<file path="src/rtl/csbank_pkg.sv">
// Shared constants, field positions and types for the chip-select bank
// controller. Assumes 32-bit bank words with bit 31 as the most significant.
package csbank_pkg;

    localparam int REG_W   = 32;
    localparam int MATCH_W = 17;
    localparam int CYC_W   = 4;
    localparam int WAIT_W  = CYC_W + 1;
    localparam int CNT_W   = WAIT_W + 1;

    // Base word field positions
    localparam int B_ADDR_HI = 31;
    localparam int B_WP      = 8;
    localparam int B_MS_HI   = 7;
    localparam int B_MS_LO   = 5;
    localparam int B_VALID   = 0;

    // Option word field positions
    localparam int O_MASK_HI = 31;
    localparam int O_NEG     = 11;
    localparam int O_SU_HI   = 10;
    localparam int O_SU_LO   = 9;
    localparam int O_CYC_HI  = 7;
    localparam int O_CYC_LO  = 4;
    localparam int O_XONLY   = 3;
    localparam int O_RELAX   = 2;
    localparam int O_EHOLD   = 1;

    // Decoded per-bank configuration; only the fields the block acts on
    typedef struct packed {
        logic                 valid;
        logic [MATCH_W-1:0]   base;
        logic                 wprot;
        logic [2:0]           msel;
        logic [MATCH_W-1:0]   mask;
        logic                 early_neg;
        logic [1:0]           setup;
        logic [CYC_W-1:0]     cycles;
        logic                 ext_only;
        logic                 relax;
        logic                 rd_hold;
    } bank_cfg_t;

    // Timing snapshot taken when an access is accepted
    typedef struct packed {
        logic                 setup;
        logic [WAIT_W-1:0]    waits;
        logic                 early_neg;
        logic                 ext_only;
        logic                 rd_hold;
    } bank_timing_t;

    typedef enum logic [1:0] {
        ST_IDLE = 2'd0,
        ST_TURN = 2'd1,
        ST_ACC  = 2'd2,
        ST_ERR  = 2'd3
    } seq_state_e;

    // Convert a bank configuration into the timing the sequencer uses
    function automatic bank_timing_t to_timing(input bank_cfg_t c);
        bank_timing_t t;
        t.setup     = (c.setup != 2'b00);
        t.waits     = c.relax ? {c.cycles, 1'b0} : {1'b0, c.cycles};
        t.early_neg = c.early_neg;
        t.ext_only  = c.ext_only;
        t.rd_hold   = c.rd_hold;
        return t;
    endfunction

endpackage

</file>
<file path="src/rtl/csbank_regfile.sv">
// Bank register storage. Keeps only the fields the controller acts on,
// split out of each 32-bit write. Assumes one write per cycle; a base write
// and an option write of the same bank need two cycles.
module csbank_regfile
    import csbank_pkg::*;
#(
    parameter int NBANK = 4,
    parameter int IDX_W = 2
) (
    input  logic                    clk,
    input  logic                    rst_n,
    input  logic                    wr_en,
    input  logic [IDX_W-1:0]        wr_idx,
    input  logic                    wr_opt,
    input  logic [REG_W-1:0]        wr_data,
    output bank_cfg_t [NBANK-1:0]   cfg
);

    for (genvar b = 0; b < NBANK; b++) begin : g_bank
        // Base-word fields of one bank: cleared on reset, loaded on a base write
        always_ff @(posedge clk) begin
            if (!rst_n) begin
                cfg[b].valid <= 1'b0;
                cfg[b].base  <= '0;
                cfg[b].wprot <= 1'b0;
                cfg[b].msel  <= '0;
            end else if (wr_en && !wr_opt && wr_idx == IDX_W'(b)) begin
                cfg[b].valid <= wr_data[B_VALID];
                cfg[b].base  <= wr_data[B_ADDR_HI -: MATCH_W];
                cfg[b].wprot <= wr_data[B_WP];
                cfg[b].msel  <= wr_data[B_MS_HI:B_MS_LO];
            end
        end

        // Option-word fields of one bank: cleared on reset, loaded on an option write
        always_ff @(posedge clk) begin
            if (!rst_n) begin
                cfg[b].mask      <= '0;
                cfg[b].early_neg <= 1'b0;
                cfg[b].setup     <= '0;
                cfg[b].cycles    <= '0;
                cfg[b].ext_only  <= 1'b0;
                cfg[b].relax     <= 1'b0;
                cfg[b].rd_hold   <= 1'b0;
            end else if (wr_en && wr_opt && wr_idx == IDX_W'(b)) begin
                cfg[b].mask      <= wr_data[O_MASK_HI -: MATCH_W];
                cfg[b].early_neg <= wr_data[O_NEG];
                cfg[b].setup     <= wr_data[O_SU_HI:O_SU_LO];
                cfg[b].cycles    <= wr_data[O_CYC_HI:O_CYC_LO];
                cfg[b].ext_only  <= wr_data[O_XONLY];
                cfg[b].relax     <= wr_data[O_RELAX];
                cfg[b].rd_hold   <= wr_data[O_EHOLD];
            end
        end
    end

endmodule

</file>
<file path="src/rtl/csbank_match.sv">
// Address decoder: compares the upper address bits against every bank and
// picks the lowest-numbered hit. Purely combinational. Assumes ADDR_W >= 17.
module csbank_match
    import csbank_pkg::*;
#(
    parameter int NBANK  = 4,
    parameter int IDX_W  = 2,
    parameter int ADDR_W = 32
) (
    input  logic [ADDR_W-1:0]       addr,
    input  bank_cfg_t [NBANK-1:0]   cfg,
    output logic                    hit,
    output logic [IDX_W-1:0]        idx,
    output logic                    wprot,
    output bank_timing_t            timing
);

    logic [MATCH_W-1:0] addr_hi;
    logic [NBANK-1:0]   hit_vec;

    assign addr_hi = addr[ADDR_W-1 -: MATCH_W];

    for (genvar b = 0; b < NBANK; b++) begin : g_cmp
        // Per-bank compare: valid, this machine selected, masked bits equal
        always_comb begin
            hit_vec[b] = cfg[b].valid && (cfg[b].msel == 3'b000) &&
                         (((addr_hi ^ cfg[b].base) & cfg[b].mask) == '0);
        end
    end

    // Priority pick: scanning downward leaves the lowest hit index
    always_comb begin
        hit = 1'b0;
        idx = '0;
        for (int b = NBANK - 1; b >= 0; b--) begin
            if (hit_vec[b]) begin
                hit = 1'b1;
                idx = IDX_W'(b);
            end
        end
    end

    // Attributes of the selected bank
    always_comb begin
        wprot  = cfg[idx].wprot;
        timing = to_timing(cfg[idx]);
    end

endmodule

</file>
<file path="src/rtl/csbank_seq.sv">
// Access sequencer: accepts a decoded request, optionally inserts a
// turnaround cycle, then times the strobes and the acknowledge. Assumes the
// decode inputs are valid in the cycle req_start is high.
module csbank_seq
    import csbank_pkg::*;
#(
    parameter int NBANK  = 4,
    parameter int IDX_W  = 2,
    parameter int ADDR_W = 32
) (
    input  logic                clk,
    input  logic                rst_n,
    input  logic                start,
    input  logic                write,
    input  logic [ADDR_W-1:0]   addr,
    input  logic                ext_ack,
    input  logic                hit,
    input  logic [IDX_W-1:0]    idx,
    input  logic                wprot,
    input  bank_timing_t        timing,
    output logic [NBANK-1:0]    mem_cs,
    output logic                mem_oe,
    output logic                mem_we,
    output logic [ADDR_W-1:0]   mem_addr,
    output logic                ack,
    output logic                err
);

    seq_state_e         state, state_nx;
    logic [CNT_W-1:0]   cnt;
    logic [CNT_W-1:0]   final_k;
    logic               cur_wr;
    logic [IDX_W-1:0]   cur_bank;
    logic [ADDR_W-1:0]  cur_addr;
    bank_timing_t       cur_t;

    logic               in_acc;
    logic               past_setup;
    logic               int_end;
    logic               cs_on;
    logic               accept;
    logic               reject;
    logic               need_turn;

    // Final cycle index of an internally timed access
    always_comb begin
        final_k = CNT_W'(cur_t.setup) + CNT_W'(cur_t.waits);
    end

    // Cycle qualifiers for the access phase
    always_comb begin
        in_acc     = (state == ST_ACC);
        past_setup = (cnt >= CNT_W'(cur_t.setup));
        int_end    = in_acc && !cur_t.ext_only && (cnt == final_k);
        cs_on      = in_acc && past_setup &&
                     !(cur_t.early_neg && (cur_t.waits != '0) && int_end);
    end

    // Memory-side strobes and processor-side acknowledge
    always_comb begin
        mem_cs   = cs_on ? (NBANK'(1) << cur_bank) : '0;
        mem_oe   = in_acc && past_setup && !cur_wr;
        mem_we   = cs_on && cur_wr;
        mem_addr = in_acc ? cur_addr : '0;
        err      = (state == ST_ERR);
        ack      = err || (in_acc && (int_end || ext_ack));
    end

    // Acceptance and routing of a new request
    always_comb begin
        accept    = start && ((state == ST_IDLE) || ack);
        reject    = !hit || (write && wprot);
        need_turn = in_acc && !cur_wr && cur_t.rd_hold && (idx != cur_bank);
    end

    // Next-state selection
    always_comb begin
        state_nx = state;
        if (accept) begin
            if (reject)         state_nx = ST_ERR;
            else if (need_turn) state_nx = ST_TURN;
            else                state_nx = ST_ACC;
        end else if (ack) begin
            state_nx = ST_IDLE;
        end else if (state == ST_TURN) begin
            state_nx = ST_ACC;
        end
    end

    // State register
    always_ff @(posedge clk) begin
        if (!rst_n) state <= ST_IDLE;
        else        state <= state_nx;
    end

    // Access cycle counter: restarts on entry to the access phase, saturates
    always_ff @(posedge clk) begin
        if (!rst_n) begin
            cnt <= '0;
        end else if (accept || state == ST_TURN) begin
            cnt <= '0;
        end else if (in_acc && cnt != '1) begin
            cnt <= cnt + CNT_W'(1);
        end
    end

    // Request snapshot taken on acceptance
    always_ff @(posedge clk) begin
        if (!rst_n) begin
            cur_wr   <= 1'b0;
            cur_bank <= '0;
            cur_addr <= '0;
            cur_t    <= '0;
        end else if (accept) begin
            cur_wr   <= write;
            cur_bank <= idx;
            cur_addr <= addr;
            cur_t    <= timing;
        end
    end

endmodule

</file>
<file path="src/rtl/csbank_ctrl.sv">
// Top of the chip-select bank controller: register storage, address decode
// and access sequencer. Assumes a single clock domain and that ext_ack is
// synchronous to clk.
module csbank_ctrl
    import csbank_pkg::*;
#(
    parameter int NBANK  = 4,
    parameter int ADDR_W = 32,
    localparam int IDX_W = (NBANK > 1) ? $clog2(NBANK) : 1
) (
    input  logic                clk,
    input  logic                rst_n,
    input  logic                reg_we,
    input  logic [IDX_W-1:0]    reg_idx,
    input  logic                reg_is_opt,
    input  logic [REG_W-1:0]    reg_wdata,
    input  logic                req_start,
    input  logic                req_write,
    input  logic [ADDR_W-1:0]   req_addr,
    output logic                req_ack,
    output logic                req_err,
    input  logic                ext_ack,
    output logic [NBANK-1:0]    mem_cs,
    output logic                mem_oe,
    output logic                mem_we,
    output logic [ADDR_W-1:0]   mem_addr
);

    bank_cfg_t [NBANK-1:0] cfg;
    logic                  dec_hit;
    logic [IDX_W-1:0]      dec_idx;
    logic                  dec_wprot;
    bank_timing_t          dec_timing;

    csbank_regfile #(.NBANK(NBANK), .IDX_W(IDX_W)) u_regs (
        .clk     (clk),
        .rst_n   (rst_n),
        .wr_en   (reg_we),
        .wr_idx  (reg_idx),
        .wr_opt  (reg_is_opt),
        .wr_data (reg_wdata),
        .cfg     (cfg)
    );

    csbank_match #(.NBANK(NBANK), .IDX_W(IDX_W), .ADDR_W(ADDR_W)) u_match (
        .addr    (req_addr),
        .cfg     (cfg),
        .hit     (dec_hit),
        .idx     (dec_idx),
        .wprot   (dec_wprot),
        .timing  (dec_timing)
    );

    csbank_seq #(.NBANK(NBANK), .IDX_W(IDX_W), .ADDR_W(ADDR_W)) u_seq (
        .clk      (clk),
        .rst_n    (rst_n),
        .start    (req_start),
        .write    (req_write),
        .addr     (req_addr),
        .ext_ack  (ext_ack),
        .hit      (dec_hit),
        .idx      (dec_idx),
        .wprot    (dec_wprot),
        .timing   (dec_timing),
        .mem_cs   (mem_cs),
        .mem_oe   (mem_oe),
        .mem_we   (mem_we),
        .mem_addr (mem_addr),
        .ack      (req_ack),
        .err      (req_err)
    );

endmodule

</file>
<file path="config.mk">
export PLATFORM = sky130hd
export DESIGN_NAME = csbank_ctrl
export DESIGN_NICKNAME = d
export VERILOG_FILES = /design/src/rtl/csbank_pkg.sv /design/src/rtl/csbank_regfile.sv /design/src/rtl/csbank_match.sv /design/src/rtl/csbank_seq.sv /design/src/rtl/csbank_ctrl.sv
export SDC_FILE = /design/constraint.sdc
export NUM_CORES = 1
export LEC_CHECK = 0
export BUFFER_PORTS_ARGS = -buffer_cell sky130_fd_sc_hd__clkbuf_2
export CORE_AREA = 3 3 239 171
export CTS_CLUSTER_SIZE = 24
export DETAILED_ROUTE_END_ITERATION = 6
export DIE_AREA = 0 0 242 174
export GPL_TIMING_DRIVEN = 0
export PLACE_DENSITY = 0.43
export SLEW_MARGIN = 10
export SYNTH_ARGS = -nofsm -noshare
export SYNTH_HDL_FRONTEND = slang
export SYNTH_SLANG_ARGS = --single-unit
</file>
<file path="constraint.sdc">
create_clock -name clk -period 3.8 [get_ports clk]
set_input_delay 0.19 -clock clk [delete_from_list [all_inputs] [get_ports clk]]
set_output_delay 0.19 -clock clk [all_outputs]
set_load 0.01 [all_outputs]
</file>
==> run metrics, run 1 <==
status=complete, no violations; DR pass1 iterations=5; Final Wtd Congestion=just over 0.8; worst reg2reg setup slack=0.46 ns; core area=just under 40,000 µm²; switch share=a little over a quarter; r2r worst-path depth=10; Placement Cell Area=approximately 13,000 µm²; area delta synth->final=18.40%; PwrDens=around 430 nW/µm²; Crit-path slowest cell=nor4_1; Final Hold Fails=0; VDD IR max=0.3111 mV; setup slack at placement=about 0.23 ns; worst-skew pair later-pin latency=0.57 ns; final setup TNS=0 ns; crit path time final=~3.3 ns; gr ovfl total=0; Yosys top cell area share=42.84%; cell-internal power=around 4400 µW; largest net degree at the start of global routing=15; # IOs=between 100 and 150; post-synth top area cell=dfxtp_1; Psw=around 1600 µW; Via Count=roughly 10k; Post-DRT Antenna Nets=0; clock slew at reported path FFs=approximately 0.060 ns; Total Power=approximately 5900 µW; 1st-iter DRT viols=around 570; Worst EP arrival=between 3 and 4 ns; Crit path top cell by count=mux2_4; total CTS buffers=28; unrepaired setup endpoints after global routing=false; Leakage Power=about 0.0051 µW; # setup viols final=0; crit path capture type=flop; die span in x=approximately 240 µm; Slew @ Worst Pin=about 1.3 ns; setup ws final=0.4587 ns; cts repair resizes=0; number of distinct library cells after synthesis=53; Post-CTS Setup Inserts=0; post-synthesis cell area=between 10,000 and 15,000 µm²; Largest stage delay, worst path=approximately 0.67 ns; dpl hpwl=30,620 µm; clock root buffer=clkbuf_16; Main synth FF type=dfxtp_1; DR WL/cell=around 19 µm; max-cap viol count=0; most common cell after layout, fill and taps aside=nand2_1; total track usage=roughly a fifth; row count=60; critical path class=flop to flop; Synth Instances=1,452; Die Ht=about 170 µm; critical-path cell list=or4b_1 > a21oi_1 > nand4_1 > nor4_1 > nand2b_1 > a21bo_2 > buf_6 > mux2_4 > mux2_4 > a21oi_2; Max clock buf depth=3; H-tree lvl count=1; EDFF count, synth=0; #FFs+latches synth=around 250; global-route wire length before repair=61,240 µm; Final Cell Area=between 10,000 and 15,000 µm²; largest cells by area after synthesis=dfxtp_1 43%, nand2_1 17%, a21boi_0 14%; initial antenna violation count=1; Hold Crit Class=input port to flop; hold depth=3; Clk pwr share=44.3%; CTS sink cnt=about 250; Final Max Slew Viols=0; syn_nets=between 1.5k and 2k; syn_area_per_cell=approximately 8 µm²; Tcrit/Tclk final=87.93%; commonest cells after routing, fill and taps aside=534 x nand2_1, 248 x dfxtp_1, 215 x a21boi_0, 98 x clkbuf_1, 87 x clkbuf_2; CP Data Required Time=between 4 and 5 ns; Comb pwr share=around a tenth; DR vias/cell=about 4.8; Worst slew margin=11.13%; Remaining DRCs=0; Worst Clk Skew=approximately 0.025 ns; Startpoint Class=flop; layout cells sized above 1=9.730%; Initial Util=30.15%; Max Clock Freq=approximately 0.3 GHz; final WL=40,520 µm; Die ar.=around 42,000 µm²; CTS tree=done; Final Net Count=about 1.7k; FFs w/ async S/R, synth=0%; Seq pwr share=45.9%; hold_buf cts=26; vias in the first global route=roughly 9.7k; CP max FO=10; I/O Buffers=67; sequential fraction of the synthesis area=between 40% and 50%; synth warn=0
## routing by layer
metal  wire length (µm)  GRT usage [%]  vias up  share of wire [%]
met5                  0              0        -                  0
met4                742          3.829        0                1.8
met3               2233          3.562       54                5.5
met2              16000          27.27      260                 39
met1              21550          29.25     4746                 53
li1                   -              -     5017                  -
## logic make-up (layout without fill, tap and decap cells)
group	count (synthesis)	count (layout)	synth area share [%]
buf+inv	124	265	4.469
fa+ha+maj	4	4	0.4318
simple gates	678	678	24.94
flops	248	248	42.84
compound gates	294	294	18.94
other cells	0	1	0
mux	26	26	2.494
xor+xnor	78	78	5.894
## through the flow
stage | util, % | std cells | hold WS, ns
after floorplan | - | 1452 | 0.3248
after global routing | 35.70 | 2121 | 0.04252
final | 35.70 | 2121 | 0.05259
after CTS | 35.69 | 2120 | 0.006129
after global placement | 32.74 | 2046 | 0.4285
after detailed placement | 32.77 | 2046 | 0.4307
## worst paths after layout
| check | from | to |
|---|---|---|
| setup / recovery | u_regs.cfg[125] | u_seq.cur_t[4] |
| hold / removal | reg_wdata[21] | u_regs.cfg[37] |
| setup reg to reg | u_regs.cfg[125] | u_seq.cur_t[4] |
| hold reg to reg | u_seq.cur_addr[21] | u_seq.cur_addr[21] |
## area by class of cell
class / count / area, µm²
plain buffers: 118 / 495.5
clock buffers: 41 / 789.5
diodes: 1 / 2.502
flip-flops and latches: 248 / 4965
clock inverters: 7 / 73.82
repair buffers: 93 / 595.6
fillers: 4139 / 24720
well taps: 527 / 659.4
inverters: 6 / 22.52
multi-input cells: 1080 / 6118
## power by group through the flow
| stage | logic, µW | clock network [µW] | registers (µW) |
|---|---|---|---|
| 2_1_floorplan | 352 | 0 | 2770 |
| 3_3_place_gp | 564 | 0 | 2780 |
| 3_5_place_dp | 565 | 0 | 2780 |
| 4_1_cts | 588 | 2690 | 2720 |
| 5_1_grt | 645 | 2800 | 2730 |
| 6_report | 584 | 2630 | 2720 |
## flip-flops by register name, indices dropped and copies added (netlist names)
name and count:
u_seq.cur_wr 1, u_seq.cur_addr 32, u_seq.state 2, u_regs.cfg 196, u_seq.cnt 6, u_seq.cur_t 9, u_seq.cur_bank 2
## cells in the mapped netlist (all sizes together), types with 2 or more instances
library cell and count:
nand2b 6, and3 2, nand3 13, or4b 4, ha 4, dfxtp 248
a31oi 3, clkbuf 109, a21o 2, xnor2 6, nor2b 5, nand2 534
a21oi 13, nor4 7, and2 38, mux2 11, mux2i 15, o211a 2
nor3 7, nand3b 2, o31ai 4, xor2 72, a22oi 12, o21ai 11
or4 4, nand4 33, inv 6, o211ai 5, nor2 20, a21boi 235
buf 9
## worst max-delay path, delay by kind of cell (launching register included)
family / cells / cell delay [ns]
buffers and inverters: 1 / 0.17
AOI/OAI and AO/OA: 3 / 0.56
DFF: 1 / 0.31
muxes: 2 / 0.62
and+or+nand+nor: 4 / 1.63
Power figures use the tool's default switching activity.
==> run 2: changes to the inputs <==
BUFFER_PORTS_ARGS = -buffer_cell sky130_fd_sc_hd__buf_2   (was -buffer_cell sky130_fd_sc_hd__clkbuf_2)
clock period = 3.2 ns   (was 3.8 ns; I/O delays follow)
==> run 2 against run 1 <==
Against the previous run: cell count grew 0.28%; flip-flop and latch count did not move; largest power group is now clock; combinational power grew 20%; critical path type unchanged; highest routed layer unchanged; hold slack lost 0.024 ns; clock skew is 0.018 ns lower; non-clock buffer count up 2; maximum frequency up 9.8%; sequential share of layout area decreased by 0.52 points; critical path depth shrank 1; die area unchanged.
==> run metrics, run 2 (synthesis gave the netlist of run 1 again) <==
status=complete, no violations; switch share=25.35% (-0.83 points); clock root buffer=clkbuf_16; CTS sink cnt=248 (unchanged); 1st-iter DRT viols=715 (+26%); Via Count=10.03k (-0.46%); Biggest register=u_regs.cfg; CP max FO=10 (unchanged); largest net degree at the start of global routing=15 (unchanged); Worst EP arrival=3.48 ns (-0.36 ns); Final Max Slew Viols=0 (unchanged); CP Data Required Time=3.63 ns (-0.67 ns); initial antenna violation count=0 (-1); VDD IR max=0.3884 mV (+25%); DR pass1 iterations=5 (unchanged); placed cell count=2,047 (+0.049%); Total Power=7457 µW (+26%); Post-DRT Antenna Nets=0 (unchanged); most common cell after layout, fill and taps aside=nand2_1; Die Ht=174 µm (unchanged); total CTS buffers=28 (unchanged); cell-internal power=5566 µW (+27%); commonest cells after routing, fill and taps aside=534 x nand2_1, 248 x dfxtp_1, 215 x a21boi_0, 93 x clkbuf_1, 72 x xor2_1; H-tree lvl count=1 (unchanged); Max Clock Freq=0.3286 GHz (+9.8%); layout cells sized above 1=10.57% (+0.84 points); Die ar.=42,110 µm² (unchanged); clock slew at reported path FFs=0.06 ns (about the same); Startpoint Class=flop; DR vias/cell=4.716 (-0.74%); row count=60 (unchanged); Slew @ Worst Pin=0.9115 ns (-0.4093 ns); die span in x=242 µm (unchanged); CTS tree=done; Worst slew margin=39.23% (+28 points); Seq pwr share=43.4% (-2.5 points); PwrDens=535.6 nW/µm² (+24%); crit path time final=3.044 ns (-0.2976 ns); Final Wtd Congestion=0.8216 (-0.74%); Clk pwr share=47.2% (+2.9 points); Max clock buf depth=3 (unchanged); worst-skew pair later-pin latency=0.56 ns (about the same); Tcrit/Tclk final=95.11% (+7.2 points); global-route wire length before repair=61,330 µm (+0.16%); final WL=40,790 µm (+0.66%); # IOs=113 (unchanged); Leakage Power=0.005246 µW (+2.6%); gr ovfl total=0 (unchanged); area delta synth->final=20.11%; Post-CTS Setup Inserts=0 (unchanged); critical path class=flop to flop; Remaining DRCs=0 (unchanged); Worst Clk Skew=0.007335 ns (-0.01791 ns); max-cap viol count=0 (unchanged); # setup viols final=0 (unchanged); Initial Util=30.15% (unchanged); unrepaired setup endpoints after global routing=false; I/O Buffers=67 (unchanged); DR WL/cell=19.18 µm (+0.38%); fin cells=2,127 (+0.28%); Hold Crit Class=input port to flop; Final Hold Fails=0 (unchanged); total track usage=19.10% (+0.092 points); Final Net Count=1,654 (+0.12%); crit path capture type=flop; Top Registers=u_regs.cfg (196), u_seq.cur_addr (32), u_seq.cur_t (9); Psw=1890 µW (+22%); core area=38,440 µm² (unchanged); max FFs per register=196 (unchanged); vias in the first global route=9,542 (-1.9%); dpl hpwl=30,670 µm (+0.15%); Comb pwr share=9.4% (-0.4 points)
run 2: changes by cell type in the layout (fill, tap and decap cells not counted), sizes merged:
cell / previous run / this run
bufinv: 1 / 4
dlygate4sd3: 26 / 28
buf: 9 / 74
clkbuf: 217 / 154
clkinvlp: 1 / 0
run 2: stage by stage:
step,hold slack (ns),setup TNS (ns),util (%),setup WS [ns],instance area (µm²)
finish,0.02831,0,36.22,0.1563,13920
detailed placement,0.4088,-1.153,32.79,-0.3372,12600
global placement,0.4037,-1.283,32.74,-0.3672,12580
CTS,0.008938,0,36.16,0.00002220,13900
global route,0.03181,0,36.21,0.03195,13920
floorplan,0.2948,0,-,0.3947,11590
run 2: what timing repair did:
item / in CTS / in global routing
hold endpoints to repair: 64 / 0
setup endpoints to repair: 8 / 49
hold buffers: 28 / 0
resized for setup: 2 / 8
pin swaps: 0 / 1
run 2: final cells by class:
cell class	count	area [µm²]
multi-input cells	1080	6148
repair buffers	96	623.1
well taps	527	659.4
flip-flops and latches	248	4965
inverters	6	22.52
plain buffers	117	496.7
clock inverters	9	156.4
diodes	1	2.502
clock buffers	43	847.1
fillers	4062	24520
run 2: per-layer routing:
| layer | global-route usage (%) | wire length (µm) | vias to the layer above |
|---|---|---|---|
| met5 | 0 | 0 | - |
| met4 | 2.653 | 452 | 0 |
| met3 | 3.161 | 2034 | 35 |
| met2 | 27.81 | 16400 | 220 |
| met1 | 29.78 | 21910 | 4751 |
| li1 | - | - | 5025 |
run 2: path summary, 6_finish.rpt:
kind                                          from                  to  slack (ns)  cells past startpoint
worst max register to register      u_regs.cfg[76]      u_seq.cur_t[2]        0.16                      9
worst min-delay path                 reg_wdata[21]      u_regs.cfg[86]        0.03                      3
worst max-delay path                u_regs.cfg[76]      u_seq.cur_t[2]        0.16                      9
worst min register to register  u_seq.cur_addr[31]  u_seq.cur_addr[31]        0.45                      2
run 2: power groups by stage:
stage	Combinational, µW	Clock, µW	Sequential (µW)
floorplan	418	0	3280
global placement	671	0	3300
detailed placement	675	0	3300
CTS	706	3590	3230
global route	773	3730	3240
finish	703	3520	3230
run 2: worst max-delay path, stage by stage, from the launching register on:
cell	delay, ns
dfxtp_1	0.31
or4b_4	0.55
a21oi_2	0.12
nand4_1	0.12
or4_4	0.60
o211ai_4	0.16
buf_2	0.34
mux2_1	0.37
o211ai_1	0.24
a21boi_1	0.10
==> run 3: changes to the inputs <==
clock period = 3.4 ns   (was 3.2 ns; I/O delays follow)
==> run 3 against run 2 <==
Against the previous run: clock-buffer cell count stayed put; cell area is 0.17% lower; critical endpoint is now u_seq.cur_t[4]; via count up 0.17%; sequential share of layout area rose by 0.061 points; maximum frequency is 4.8% lower; non-clock buffer count stayed put; critical path depth is 1 higher; sequential power down 6%; register-to-register slack better by 0.05 ns; highest routed layer unchanged; global-route usage about the same; clock power is 6.0% lower.
==> run metrics, run 3 (synthesis gave the netlist of run 1 again) <==
total track usage=19.10% (about the same); Post-DRT Antenna Nets=0 (unchanged); I/O Buffers=67 (unchanged); crit path time final=3.197 ns (+0.1533 ns); 1st-iter DRT viols=683 (-4.5%); initial antenna violation count=0 (unchanged); Post-CTS Setup Inserts=0 (unchanged); global-route wire length before repair=61,350 µm (about the same); Remaining DRCs=0 (unchanged); Worst slew margin=38.10% (-1.1 points); row count=60 (unchanged); largest net degree at the start of global routing=15 (unchanged); DR pass1 iterations=5 (unchanged); DR vias/cell=4.724 (+0.17%); clock root buffer=clkbuf_16; Leakage Power=0.005241 µW (about the same); Worst Clk Skew=0.006976 ns (-0.0003588 ns); Total Power=7008 µW (-6.0%); H-tree lvl count=1 (unchanged); VDD IR max=0.3670 mV (-5.5%); r2r worst-path depth=10 (+1); Top Registers=u_regs.cfg (196), u_seq.cur_addr (32), u_seq.cur_t (9); hold depth=3 (unchanged); Via Count=10.05k (+0.17%); PwrDens=504.3 nW/µm² (-5.9%); die span in x=242 µm (unchanged); worst-skew pair later-pin latency=0.56 ns (about the same); gr ovfl total=0 (unchanged); Startpoint Class=flop; max FFs per register=196 (unchanged); HP Start=reg_wdata[22]; core area=38,440 µm² (unchanged); Tcrit/Tclk final=94.03% (-1.1 points); worst reg2reg path startpoint=u_regs.cfg[125]; max-cap viol count=0 (unchanged); final setup TNS=0 ns (unchanged); Final Hold Fails=0 (unchanged); Max clock buf depth=3 (unchanged); final WL=40,800 µm (about the same); CTS sink cnt=248 (unchanged); Final Max Slew Viols=0 (unchanged); # setup viols final=0 (unchanged); Max Clock Freq=0.3128 GHz (-4.8%); CTS tree=done; Initial Util=30.15% (unchanged); Hold Crit Class=input port to flop; Worst EP arrival=3.69 ns (+0.21 ns); critical path class=flop to flop; commonest cells after routing, fill and taps aside=534 x nand2_1, 248 x dfxtp_1, 215 x a21boi_0, 94 x clkbuf_1, 72 x xor2_1; dpl hpwl=30,670 µm (unchanged); setup slack at placement=-0.1472 ns (+0.1900 ns); setup ws final=0.2030 ns (+0.04667 ns); status=complete, no violations; CP Data Required Time=3.89 ns (+0.26 ns); area delta synth->final=19.91%; Layout fillers=4,066 (+0.098%); Biggest register=u_regs.cfg; Die Ht=174 µm (unchanged); # IOs=113 (unchanged); Multi-input gate area=6131 µm² (-0.28%); Worst Setup SP=u_regs.cfg[125]; unrepaired setup endpoints after global routing=false; crit path capture type=flop; CP max FO=10 (unchanged); DR WL/cell=19.18 µm (about the same); worst reg2reg setup slack=0.20 ns (+0.05 ns); Final Net Count=1,654 (unchanged); register area=4965 µm² (unchanged); layout cells sized above 1=10.57% (unchanged); total CTS buffers=28 (unchanged); Slew @ Worst Pin=0.9285 ns (+0.01696 ns); vias in the first global route=9,539 (-0.031%); Final Wtd Congestion=0.8216 (unchanged); clock slew at reported path FFs=0.06 ns (about the same); Die ar.=42,110 µm² (unchanged); most common cell after layout, fill and taps aside=nand2_1
## run 3: changes by cell type in the layout (fill, tap and decap cells not counted), sizes merged
cell,change
clkbuf,+1
dlygate4sd3,-1
## run 3: final timing paths
path	to
worst max-delay path	u_seq.cur_t[4]
worst min-delay path	u_regs.cfg[136]
worst min register to register	u_seq.cur_addr[21]
worst max register to register	u_seq.cur_t[4]
## run 3: what timing repair did
item / in CTS / in global routing
hold buffers: 27 / 0
resized for setup: 0 / 6
endpoints found under the setup margin: 0 / 11
endpoints found under the hold margin: 59 / 0
## run 3: per-stage QoR
stage                     utilization [%]  hold slack [ns]  area (µm²)  cells
after floorplan                         -           0.3048       11590   1452
after global placement              32.74           0.4137       12580   2046
after detailed placement            32.79           0.4188       12600   2047
after CTS                           36.10         0.005807       13880   2126
after global routing                36.15          0.02709       13890   2126
final                               36.16          0.02675       13900   2127
## run 3: layer usage
metal,share of wire [%],track usage [%]
met5,0,0
met4,1.2,2.653
met3,5.2,3.161
met2,40,27.83
met1,53,29.78
## run 3: layout make-up
cell class / count / share of cell area [%]
clock buffers: 43 / 6.095
flip-flops and latches: 248 / 35.73
inverters: 6 / 0.1621
clock inverters: 9 / 1.125
diodes: 1 / 0.01801
multi-input cells: 1080 / 44.12
repair buffers: 95 / 4.412
well taps: 527 / 4.745
plain buffers: 118 / 3.601
## run 3: power breakdown
group | internal, µW | total, µW | switching, µW
Sequential | 2990 | 3040 | 52.0
Clock | 2020 | 3310 | 1290
Combinational | 232 | 659 | 427
Total | 5240 | 7010 | 1770
## run 3: critical path, stage by stage, from the launching register on
cell      delay, ns
dfxtp_1        0.32
or4b_1         0.60
a21oi_1        0.19
nand4_1        0.13
nor4_2         0.47
nand2b_1       0.24
a21bo_2        0.26
buf_6          0.18
mux2_4         0.32
mux2_4         0.30
a21oi_2        0.12
